===== src/rtl/wpsPkg.sv =====
package wpsPkg;
  localparam int unsigned SEL_W = 4;

  typedef enum logic [1:0] {
    CMD_NOP   = 2'd0,
    CMD_WRITE = 2'd1,
    CMD_PRE   = 2'd2
  } cmd_e;

  typedef enum logic [1:0] {
    PH_IDLE,
    PH_WCMD,
    PH_DATA,
    PH_REC
  } phase_e;

  // strobes from control to datapath, valid for the next output cycle
  typedef struct packed {
    logic             issueWr;
    logic             issuePre;
    logic             dqsOn;
    logic             beatOn;
    logic             maskBeat;
    logic [SEL_W-1:0] beatSel;
  } strobe_t;
endpackage


===== src/rtl/wpsControl.sv =====
module wpsControl
  import wpsPkg::*;
#(
  parameter int unsigned TWR    = 2,
  parameter int unsigned BANK_W = 2,
  parameter int unsigned CYC    = 4
) (
  input  logic              clk,
  input  logic              rstN,
  input  logic              wrReq,
  input  logic              preReq,
  input  logic [BANK_W-1:0] preBank,
  input  logic [BANK_W-1:0] curBank,
  output strobe_t           stb,
  output logic              busy
);
  localparam int unsigned IDX_W = (CYC > 1) ? $clog2(CYC) : 1;
  localparam int unsigned REC_W = $clog2(TWR + 2);

  phase_e           phase, nPhase;
  logic [IDX_W-1:0] idx, nIdx;
  logic             masked, nMask;
  logic [REC_W-1:0] recCnt, nRec, recNext;
  logic             sameBank, lastIdx, recDone;

  assign sameBank = preReq && (preBank == curBank);
  assign lastIdx  = (idx == IDX_W'(CYC - 1));
  assign recNext  = (recCnt >= REC_W'(TWR)) ? REC_W'(TWR) : recCnt + 1'b1;
  assign recDone  = (recNext >= REC_W'(TWR));
  assign busy     = (phase != PH_IDLE);

  always_comb begin
    nPhase = phase;
    nIdx   = idx;
    nMask  = masked;
    nRec   = recCnt;
    stb    = '0;
    unique case (phase)
      PH_IDLE: begin
        if (preReq) begin
          stb.issuePre = 1'b1;
        end else if (wrReq) begin
          stb.issueWr = 1'b1;
          stb.dqsOn   = 1'b1;
          nPhase      = PH_WCMD;
        end
      end
      PH_WCMD: begin
        nPhase      = PH_DATA;
        nIdx        = '0;
        stb.dqsOn   = 1'b1;
        stb.beatOn  = 1'b1;
        stb.beatSel = '0;
        nMask       = sameBank;
        nRec        = '0;
        stb.maskBeat = sameBank;
      end
      PH_DATA: begin
        if (masked) begin
          if (sameBank && recDone) begin
            stb.issuePre = 1'b1;
            nPhase       = PH_IDLE;
            nMask        = 1'b0;
          end else if (lastIdx) begin
            nPhase = PH_REC;
            nRec   = recNext;
            nMask  = 1'b0;
          end else begin
            nIdx         = idx + 1'b1;
            nRec         = recNext;
            stb.dqsOn    = 1'b1;
            stb.beatOn   = 1'b1;
            stb.maskBeat = 1'b1;
            stb.beatSel  = SEL_W'(idx + 1'b1);
          end
        end else if (lastIdx) begin
          if (!preReq && wrReq) begin
            stb.issueWr = 1'b1;
            stb.dqsOn   = 1'b1;
            nPhase      = PH_WCMD;
          end else begin
            nPhase = PH_REC;
            nRec   = '0;
          end
        end else begin
          nIdx         = idx + 1'b1;
          stb.dqsOn    = 1'b1;
          stb.beatOn   = 1'b1;
          stb.beatSel  = SEL_W'(idx + 1'b1);
          stb.maskBeat = sameBank;
          nMask        = sameBank;
          nRec         = '0;
        end
      end
      PH_REC: begin
        nRec = recNext;
        if (preReq && recDone) begin
          stb.issuePre = 1'b1;
          nPhase       = PH_IDLE;
        end else if (!preReq && wrReq) begin
          stb.issueWr = 1'b1;
          stb.dqsOn   = 1'b1;
          nPhase      = PH_WCMD;
        end else if (recDone) begin
          nPhase = PH_IDLE;
        end
      end
      default: nPhase = PH_IDLE;
    endcase
  end

  always_ff @(posedge clk) begin
    if (!rstN) begin
      phase  <= PH_IDLE;
      idx    <= '0;
      masked <= 1'b0;
      recCnt <= '0;
    end else begin
      phase  <= nPhase;
      idx    <= nIdx;
      masked <= nMask;
      recCnt <= nRec;
    end
  end

  // once masking has begun, only masked beats or a precharge may follow
  p_mask_holds_r4: assert property (@(posedge clk) disable iff (!rstN)
    (phase == PH_DATA && masked && !lastIdx) |=> (phase == PH_DATA && masked) || phase == PH_IDLE);
  // a precharge is never scheduled while unmasked burst data is still owed
  p_no_pre_mid_burst_r3: assert property (@(posedge clk) disable iff (!rstN)
    stb.issuePre |-> !(phase == PH_WCMD || (phase == PH_DATA && !masked)));
endmodule


===== src/rtl/wpsDatapath.sv =====
module wpsDatapath
  import wpsPkg::*;
#(
  parameter int unsigned TWR       = 2,
  parameter int unsigned BANK_W    = 2,
  parameter int unsigned COL_W     = 10,
  parameter int unsigned DQ_W      = 8,
  parameter int unsigned BURST_LEN = 8
) (
  input  logic                      clk,
  input  logic                      rstN,
  input  strobe_t                   stb,
  input  logic [BANK_W-1:0]         wrBank,
  input  logic [COL_W-1:0]          wrCol,
  input  logic [BURST_LEN*DQ_W-1:0] wrData,
  input  logic [BANK_W-1:0]         preBank,
  output logic [BANK_W-1:0]         curBank,
  output logic [1:0]                cmdOut,
  output logic [BANK_W-1:0]         cmdBank,
  output logic [COL_W-1:0]          cmdCol,
  output logic                      dqsEn,
  output logic [1:0]                dmOut,
  output logic [2*DQ_W-1:0]         dqOut,
  output logic                      dqValid
);
  localparam int unsigned CYC    = BURST_LEN / 2;
  localparam int unsigned IDX_W  = (CYC > 1) ? $clog2(CYC) : 1;
  localparam int unsigned PAIR_W = 2 * DQ_W;
  localparam int unsigned MARK_W = $clog2(TWR + 3);

  logic [BURST_LEN*DQ_W-1:0] burstData;
  logic [BANK_W-1:0]         burstBank;
  logic [PAIR_W-1:0]         pairs [CYC];
  logic [PAIR_W-1:0]         pairSel;

  for (genvar g = 0; g < CYC; g++) begin : g_pair
    assign pairs[g] = burstData[g*PAIR_W +: PAIR_W];
  end

  assign pairSel = pairs[stb.beatSel[IDX_W-1:0]];
  assign curBank = burstBank;

  always_ff @(posedge clk) begin
    if (!rstN) begin
      burstData <= '0;
      burstBank <= '0;
      cmdOut    <= CMD_NOP;
      cmdBank   <= '0;
      cmdCol    <= '0;
      dqsEn     <= 1'b0;
      dmOut     <= '0;
      dqOut     <= '0;
      dqValid   <= 1'b0;
    end else begin
      if (stb.issueWr) begin
        burstData <= wrData;
        burstBank <= wrBank;
      end
      cmdOut  <= stb.issueWr ? CMD_WRITE : (stb.issuePre ? CMD_PRE : CMD_NOP);
      cmdBank <= stb.issueWr ? wrBank : (stb.issuePre ? preBank : '0);
      cmdCol  <= stb.issueWr ? wrCol : '0;
      dqsEn   <= stb.dqsOn;
      dqValid <= stb.beatOn && !stb.maskBeat;
      dmOut   <= (stb.beatOn && stb.maskBeat) ? 2'b11 : 2'b00;
      dqOut   <= (stb.beatOn && !stb.maskBeat) ? pairSel : '0;
    end
  end

  // port-level recovery watch: cycles since last valid data (or WRITE preamble)
  logic [MARK_W-1:0] sinceMark;
  logic              armed;
  always_ff @(posedge clk) begin
    if (!rstN) begin
      sinceMark <= '1;
      armed     <= 1'b0;
    end else begin
      if (dqValid || cmdOut == CMD_WRITE) sinceMark <= MARK_W'(1);
      else if (sinceMark != '1)           sinceMark <= sinceMark + 1'b1;
      if (cmdOut == CMD_WRITE)    armed <= 1'b1;
      else if (cmdOut == CMD_PRE) armed <= 1'b0;
    end
  end

  p_recovery_r3: assert property (@(posedge clk) disable iff (!rstN)
    (cmdOut == CMD_PRE && armed) |-> (sinceMark >= MARK_W'(TWR + 1)));
  p_mask_strobed_r4: assert property (@(posedge clk) disable iff (!rstN)
    (dmOut != 2'b00) |-> (dqsEn && !dqValid));
  p_preamble_r2: assert property (@(posedge clk) disable iff (!rstN)
    (cmdOut == CMD_WRITE) |-> dqsEn ##1 dqsEn);
  p_pre_no_data_r9: assert property (@(posedge clk) disable iff (!rstN)
    (cmdOut == CMD_PRE) |-> !dqValid);
endmodule


===== src/rtl/wrPrechargeSched.sv =====
module wrPrechargeSched
  import wpsPkg::*;
#(
  parameter int unsigned TWR       = 2,
  parameter int unsigned BANK_W    = 2,
  parameter int unsigned COL_W     = 10,
  parameter int unsigned DQ_W      = 8,
  parameter int unsigned BURST_LEN = 8
) (
  input  logic                      clk,
  input  logic                      rstN,
  input  logic                      wrReq,
  input  logic [BANK_W-1:0]         wrBank,
  input  logic [COL_W-1:0]          wrCol,
  input  logic [BURST_LEN*DQ_W-1:0] wrData,
  input  logic                      preReq,
  input  logic [BANK_W-1:0]         preBank,
  output logic [1:0]                cmdOut,
  output logic [BANK_W-1:0]         cmdBank,
  output logic [COL_W-1:0]          cmdCol,
  output logic                      dqsEn,
  output logic [1:0]                dmOut,
  output logic [2*DQ_W-1:0]         dqOut,
  output logic                      dqValid,
  output logic                      busy
);
  localparam int unsigned CYC = BURST_LEN / 2;

  strobe_t           stb;
  logic [BANK_W-1:0] curBank;

  wpsControl #(.TWR(TWR), .BANK_W(BANK_W), .CYC(CYC)) ctl_i (
    .clk(clk), .rstN(rstN), .wrReq(wrReq), .preReq(preReq),
    .preBank(preBank), .curBank(curBank), .stb(stb), .busy(busy)
  );

  wpsDatapath #(.TWR(TWR), .BANK_W(BANK_W), .COL_W(COL_W), .DQ_W(DQ_W),
                .BURST_LEN(BURST_LEN)) dp_i (
    .clk(clk), .rstN(rstN), .stb(stb), .wrBank(wrBank), .wrCol(wrCol),
    .wrData(wrData), .preBank(preBank), .curBank(curBank), .cmdOut(cmdOut),
    .cmdBank(cmdBank), .cmdCol(cmdCol), .dqsEn(dqsEn), .dmOut(dmOut),
    .dqOut(dqOut), .dqValid(dqValid)
  );

  // busy can only start together with a WRITE
  p_busy_start_r6: assert property (@(posedge clk) disable iff (!rstN)
    $rose(busy) |-> (cmdOut == 2'd1));
endmodule


===== config.mk =====
export PLATFORM = sky130hd
export DESIGN_NAME = wrPrechargeSched
export DESIGN_NICKNAME = d
export VERILOG_FILES = /design/src/rtl/wpsPkg.sv /design/src/rtl/wpsControl.sv /design/src/rtl/wpsDatapath.sv /design/src/rtl/wrPrechargeSched.sv
export SDC_FILE = /design/constraint.sdc
export NUM_CORES = 1
export LEC_CHECK = 0
export BUFFER_PORTS_ARGS = -buffer_cell sky130_fd_sc_hd__buf_2
export CAP_MARGIN = 15
export CORE_ASPECT_RATIO = 1.25
export CORE_MARGIN = 1
export CORE_UTILIZATION = 40
export DETAILED_ROUTE_END_ITERATION = 16
export GPL_TIMING_DRIVEN = 0
export PLACE_DENSITY = 0.77
export SLEW_MARGIN = 10
export SYNTH_ARGS = -nofsm -noshare
export SYNTH_HDL_FRONTEND = slang
export SYNTH_SLANG_ARGS = --single-unit

===== constraint.sdc =====
create_clock -name clk -period 6.1 [get_ports clk]
set_input_delay 0 -clock clk [delete_from_list [all_inputs] [get_ports clk]]
set_output_delay 0 -clock clk [all_outputs]
set_load 0.005 [all_outputs]

==> impl_metrics.toml, run 1 <==
[run_status]
run_status = "complete, no violations"

[detailed_routing]
wl_mm = 11.3
viasPerCell = 5.23
drt-initial-drc-count = 143
drc = 0
wl_per_cell_um = 16.8
vias = 3502
drtAntennaViolNets = 0
drt_pass1_iterations = 4

[grt]
antenna_found_initial = 0
grt-ovfl-total = 0
grt_pass1_vias = 3513
grt_first_pass_wirelength_mm = 17.9
grt_usage_pct = 22.8
grt_max_degree = 18

[clock_network]
numCtsBuffers = 9
cts_resized = 0
htreeDepth = 3
cts_tree = "yes"
cts_sinks = 106
postCtsSetupBuffers = 0
cts_buffer_depth = 2
clkTransAtPathRegs_ns = 0.07
cts_hold_buf = 79
ctsRootBufferMaster = "clkbuf_16"
clk_latency_ns = 0.35

[yosys]
synth_top_family_by_area = "compound AO/OA/AOI/OAI gates"
synth_area_um2 = 3860
synthSimpleGateAreaFrac_pct = 6.70
yosys_register_bits = 106
synthesis.nets = 423
ys.flop_type = "dfxtp_1"
synth_edf_count = 0
yosys.area_share.adder_pct = 1.62
muxShareOfSynthArea_pct = 8.55
synthDistinctLibCells = 41
async_reset_ff_share_pct = 0
synth_compound_area_share_pct = 23.0
seq_area_frac_synth_pct = 54.9
synthCells = 336
syn-mean-instance-area_um2 = 11.5
post_synth_xor_area_fraction_pct = 0.842
ys_warn_count = 0

[die]
coreArea_um2 = 9270
ioPinCount = 117
die_width_um = 89.9
die_y_um = 112
rows = 39
start_util_pct = 41.7
dieArea_um2 = 10100

[power]
peakVddDrop_uv = 164
total_power_mw = 1.87
p_per_area_nw_per_um2 = 326
p_leak_nw = 2.43

[setup_path]
setup.worst_path.end_class = "flip-flop"
crit_path_end = "dp_i.dqOut[8]$_SDFF_PN0_"
timing.rr.end = "dp_i.dqOut[8]$_SDFF_PN0_"
worstPathRequired_ns = 6.29
critPathMaxStageDelay_ns = 0.47
cp.depth = 9
r2r_setup_slack_ns = 3.69
worst_r2r_path_depth = 9
path_delay_family = "buffers and inverters"
worstSetupStartpoint = "ctl_i.phase[0]$_SDFFE_PN0P_"
start_kind = "flip-flop"
critPathKind = "flip-flop to flip-flop"
cp_cell_sequence = "inv_1 > ha_1 > buf_4 > and2b_1 > mux2i_1 > nor3_1 > nand2_1 > clkbuf_1 > o22ai_1"
cp_data_arrival_time_ns = 2.61
crit-reg2reg-launch = "ctl_i.phase[0]$_SDFFE_PN0P_"
crit_fanout = 10
slowest_stage = "clkbuf_1"
timing.critical_path.buf_inv = 3

[timing]
finalCriticalPeriod_ns = 2.41
relSlewSlack_pct = 63.2
clock_skew_ns = 0.00946
fmax_ghz = 0.414
setup_viol = 0
drv_slew = 0
tightest_slew_ns = 0.552
hold_violations = 0
post-route-period-util_pct = 39.6
fin_setup_tns_ns = 0
grt_setup_unrepaired = "no"

[finish]
drive_gt1_share_pct = 28.0
syn_to_final_growth_pct = 48.2
finalNetCount = 629
antenna_cells = 0
fillers = 784

[place]
hpwl_mm = 7.27
gp_congestion = 0.813
numPortBuffers = 116

[min_path]
hp-class = "input pin to flip-flop"

[job]
drv_cap = 0
per-stage QoR:
stage / utilization, % / instances / hold slack (ns) / cell area (um^2) / setup WS, ns
floorplan: - / 336 / 0.114 / 3860 / 4.07
global placement: 49.6 / 575 / 0.199 / 4600 / 3.77
detailed placement: 49.6 / 575 / 0.203 / 4600 / 3.71
CTS: 61.8 / 670 / 0.00237 / 5730 / 3.70
global route: 61.8 / 670 / 0.0214 / 5730 / 3.47
finish: 61.8 / 670 / 0.00725 / 5730 / 3.69
layout make-up:
cell class | count | area (um^2) | area share [%]
clock inverters | 5 | 86.3 | 1.51
plain buffers | 24 | 146 | 2.56
clock buffers | 11 | 253 | 4.41
flip-flops and latches | 106 | 2120 | 37.0
repair buffers | 195 | 1370 | 23.9
well taps | 123 | 154 | 2.69
inverters | 6 | 22.5 | 0.393
multi-input cells | 200 | 1570 | 27.5
power breakdown:
part | internal, mW | total (mW) | leakage, nW | switching [mW]
registers | 0.778 | 0.827 | 0.861 | 0.0493
clock network | 0.384 | 0.642 | 0.166 | 0.258
logic | 0.190 | 0.399 | 1.40 | 0.210
kinds of logic after synthesis:
logic type,count (synthesis)
buffers and inverters,30
flip-flops,106
AND/OR/NAND/NOR,48
AO/OA/AOI/OAI,112
XOR/XNOR,2
multiplexers,33
adder cells (fa/ha/maj),5
synth_stat cells (4+ instances only):
library cell / instances / area share (%)
a21oi_1: 9 / 1.2
a22o_1: 65 / 15
and2_1: 10 / 1.6
buf_1: 4 / 0.39
buf_2: 6 / 0.78
buf_6: 4 / 1.2
clkbuf_1: 7 / 0.68
dfxtp_1: 106 / 55
ha_1: 5 / 1.6
inv_1: 6 / 0.58
mux2i_1: 33 / 8.5
nand2_1: 10 / 0.97
nand2b_1: 4 / 0.65
nand3_1: 4 / 0.52
nor2_1: 11 / 1.1
o22ai_1: 16 / 2.6
cell usage in the layout (no fill, tap or decap), types with 4 or more instances in the layout:
master	instances
nand2_1	10
a21oi_1	9
buf_6	4
dlygate4sd3_1	79
clkbuf_16	9
ha_1	5
a22o_1	65
nand2b_1	4
mux2i_1	33
and2_1	10
clkbuf_1	7
nand3_1	4
inv_1	6
dfxtp_1	106
nor2_1	11
buf_1	4
o22ai_1	16
buf_2	122
flip-flops by register name, indices dropped and copies added, names as in the netlist:
register and flops:
ctl_i.masked 1, ctl_i.idx 2, ctl_i.phase 2, ctl_i.recCnt 2, dp_i.dqValid 1, dp_i.cmdBank 2
dp_i.dmOut 1, dp_i.cmdOut 2, dp_i.curBank 2, dp_i.cmdCol 10, dp_i.dqOut 16, dp_i.dqsEn 1
dp_i.burstData 64
how the worst min path moves through the flow:
| stage | from | to | cells after the start |
|---|---|---|---|
| 2_1_floorplan | preReq | dp_i.cmdOut[1]$_SDFF_PP0_ | 2 |
| 3_3_place_gp | wrCol[9] | dp_i.cmdCol[9]$_SDFF_PN0_ | 2 |
| 3_5_place_dp | wrCol[9] | dp_i.cmdCol[9]$_SDFF_PN0_ | 2 |
| 4_1_cts | preBank[1] | dp_i.cmdBank[1]$_SDFF_PN0_ | 3 |
| 5_1_grt | preBank[1] | dp_i.cmdBank[1]$_SDFF_PN0_ | 3 |
| 6_report | preBank[1] | dp_i.cmdBank[1]$_SDFF_PN0_ | 3 |
layer usage:
layer	GRT usage (%)	routed length, um	part of all wire, %
met3	3.48	463	4.1
met4	13.1	391	3.5
met2	38.6	5730	51
met1	27.7	4700	42
met5	0	0	0
worst reg2reg max path, delay by kind of cell, from the launching register on:
family	cells	cell delay [ns]
flops	1	0.41
buf+inv	3	0.72
fa+ha+maj	1	0.20
compound gates	1	0.18
simple gates	3	0.55
mux	1	0.21
Note: power is estimated with default switching activity, not from simulation.
==> run 2: changes to the inputs <==
==> constraint.sdc (replaced) <==
create_clock -name clk -period 2.52 [get_ports clk]
set_input_delay 0 -clock clk [delete_from_list [all_inputs] [get_ports clk]]
set_output_delay 0 -clock clk [all_outputs]
set_load 0.005 [all_outputs]
==> run 2 against run 1 <==
Sequential power increased by 140%. Largest cell class unchanged. Hold slack improved by 0.00081 ns. Count of clock-buffer cells in the layout unchanged. Global-route usage unchanged. Critical path depth unchanged. Combinational power increased by 140%. Design area increased by 0.11%. Register-to-register slack got worse by 3.5 ns.
==> impl_metrics.toml, run 2 (same netlist as run 1, synthesis figures left out) <==
[timing]
setup_viol = 0
relSlewSlack_pct = 64.4
finalCriticalPeriod_ns = 2.33
hold_violations = 0
worst_slack_ns = 0.194
tightest_slew_ns = 0.534
clock_skew_ns = 0.00679
fmax_ghz = 0.430
post-route-period-util_pct = 92.3
fin_setup_tns_ns = 0
drv_slew = 0
grt_setup_unrepaired = "no"

[power]
peakVddDrop_uv = 399
p_per_area_nw_per_um2 = 790
p_leak_nw = 2.45
total_power_mw = 4.53

[finish]
drive_gt1_share_pct = 28.9
fillers = 784
antenna_cells = 0
top_regs = "dp_i.burstData: 64 flops, dp_i.dqOut: 16 flops, dp_i.cmdCol: 10 flops"
final_cell_mix = "122 x buf_2, 106 x dfxtp_1, 79 x dlygate4sd3_1"
syn_to_final_growth_pct = 48.4
regMostFlops = "dp_i.burstData"
final_common_cell = "buf_2"
final_area_um2 = 5740
finalNetCount = 629
final_core_util_pct = 61.9
largest_reg_flops = 64

[detailed_routing]
drt-initial-drc-count = 179
wl_mm = 11.3
viasPerCell = 5.21
dr_wl_met2_mm = 5.71
m1WireLength_mm = 4.73
wl_per_cell_um = 16.9
drc = 0
wl_met3_um = 462
drtAntennaViolNets = 0
vias = 3493
drt_pass1_iterations = 5
dr.max_layer_used = "met4"

[die]
dieArea_um2 = 10100
die_y_um = 112
rows = 39
coreArea_um2 = 9270
ioPinCount = 117
die_width_um = 89.9
start_util_pct = 41.7

[grt]
grt-ovfl-total = 0
grt_max_degree = 18
grt_pass1_vias = 3513
antenna_found_initial = 0
grt_first_pass_wirelength_mm = 17.9
grt_usage_pct = 22.8

[clock_network]
cts_sinks = 106
cts_tree = "yes"
htreeDepth = 3
numCtsBuffers = 9
postCtsSetupBuffers = 0
clk_latency_ns = 0.34
ctsRootBufferMaster = "clkbuf_16"
cts_buffer_depth = 2
clkTransAtPathRegs_ns = 0.07

[job]
drv_cap = 0

[place]
hpwl_mm = 7.27
place_area_um2 = 4600
gp_congestion = 0.813
numPortBuffers = 116
dp_slack_ns = 0.134

[setup_path]
critPathKind = "flip-flop to flip-flop"
cp_data_arrival_time_ns = 2.58
worstPathRequired_ns = 2.78
start_kind = "flip-flop"
crit_fanout = 10
setup.worst_path.end_class = "flip-flop"
worst_r2r_path_depth = 9

[min_path]
min_delay_path_depth = 3
hp-class = "input pin to flip-flop"

[run_status]
run_status = "complete, no violations"
## run 2: cell types whose count changed in the layout (fill, tap and decap cells not counted)
cell,previous run,this run
clkbuf_2,0,5
buf_1,4,0
clkbuf_1,7,6
## run 2: final timing paths
kind | start | to | slack, ns
min reg2reg | ctl_i.idx[1]$_SDFFE_PN0P_ | ctl_i.idx[1]$_SDFFE_PN0P_ | 0.48
min | preBank[1] | dp_i.cmdBank[1]$_SDFF_PN0_ | 0.008
max reg2reg | ctl_i.phase[0]$_SDFFE_PN0P_ | dp_i.dqOut[8]$_SDFF_PN0_ | 0.19
max | ctl_i.phase[0]$_SDFFE_PN0P_ | dp_i.dqOut[8]$_SDFF_PN0_ | 0.19
## run 2: final cells by class
type,count,area [um^2],area share [%]
Inverter,6,22.5,0.393
Clock inverter,5,86.3,1.51
Multi-Input combinational cell,200,1570,27.4
Timing Repair Buffer,195,1370,23.9
Clock buffer,11,253,4.41
Buffer,24,153,2.66
Tap cell,123,154,2.68
Sequential cell,106,2120,37.0
## run 2: routing by layer
layer	GRT usage [%]	up-vias
li1	-	1668
met1	27.7	1665
met2	38.6	130
met3	3.48	30
met4	13.1	0
met5	0	-
## run 2: worst max-delay path, cell delays in order, from the launching register on
cell     delay (ns)
dfxtp_1        0.41
inv_1          0.09
ha_1           0.20
buf_4          0.16
and2b_1        0.21
mux2i_1        0.15
or4_4          0.49
buf_6          0.15
buf_8          0.14
o22ai_1        0.22
## run 2: timing repair
item,CTS,global route
endpoints found under the hold margin,80,0
setup endpoints to repair,0,48
hold buffers,79,0
resized for setup,0,6
## run 2: through the flow
step | instances | hold WS [ns]
detailed placement | 575 | 0.203
floorplan | 336 | 0.114
CTS | 670 | 0.00237
global placement | 575 | 0.199
global route | 670 | 0.0214
finish | 670 | 0.00807
## run 2: power by group
group	switching (mW)	leakage, nW	internal, mW
Combinational	0.507	1.42	0.463
Sequential	0.119	0.861	1.88
Clock	0.626	0.166	0.930
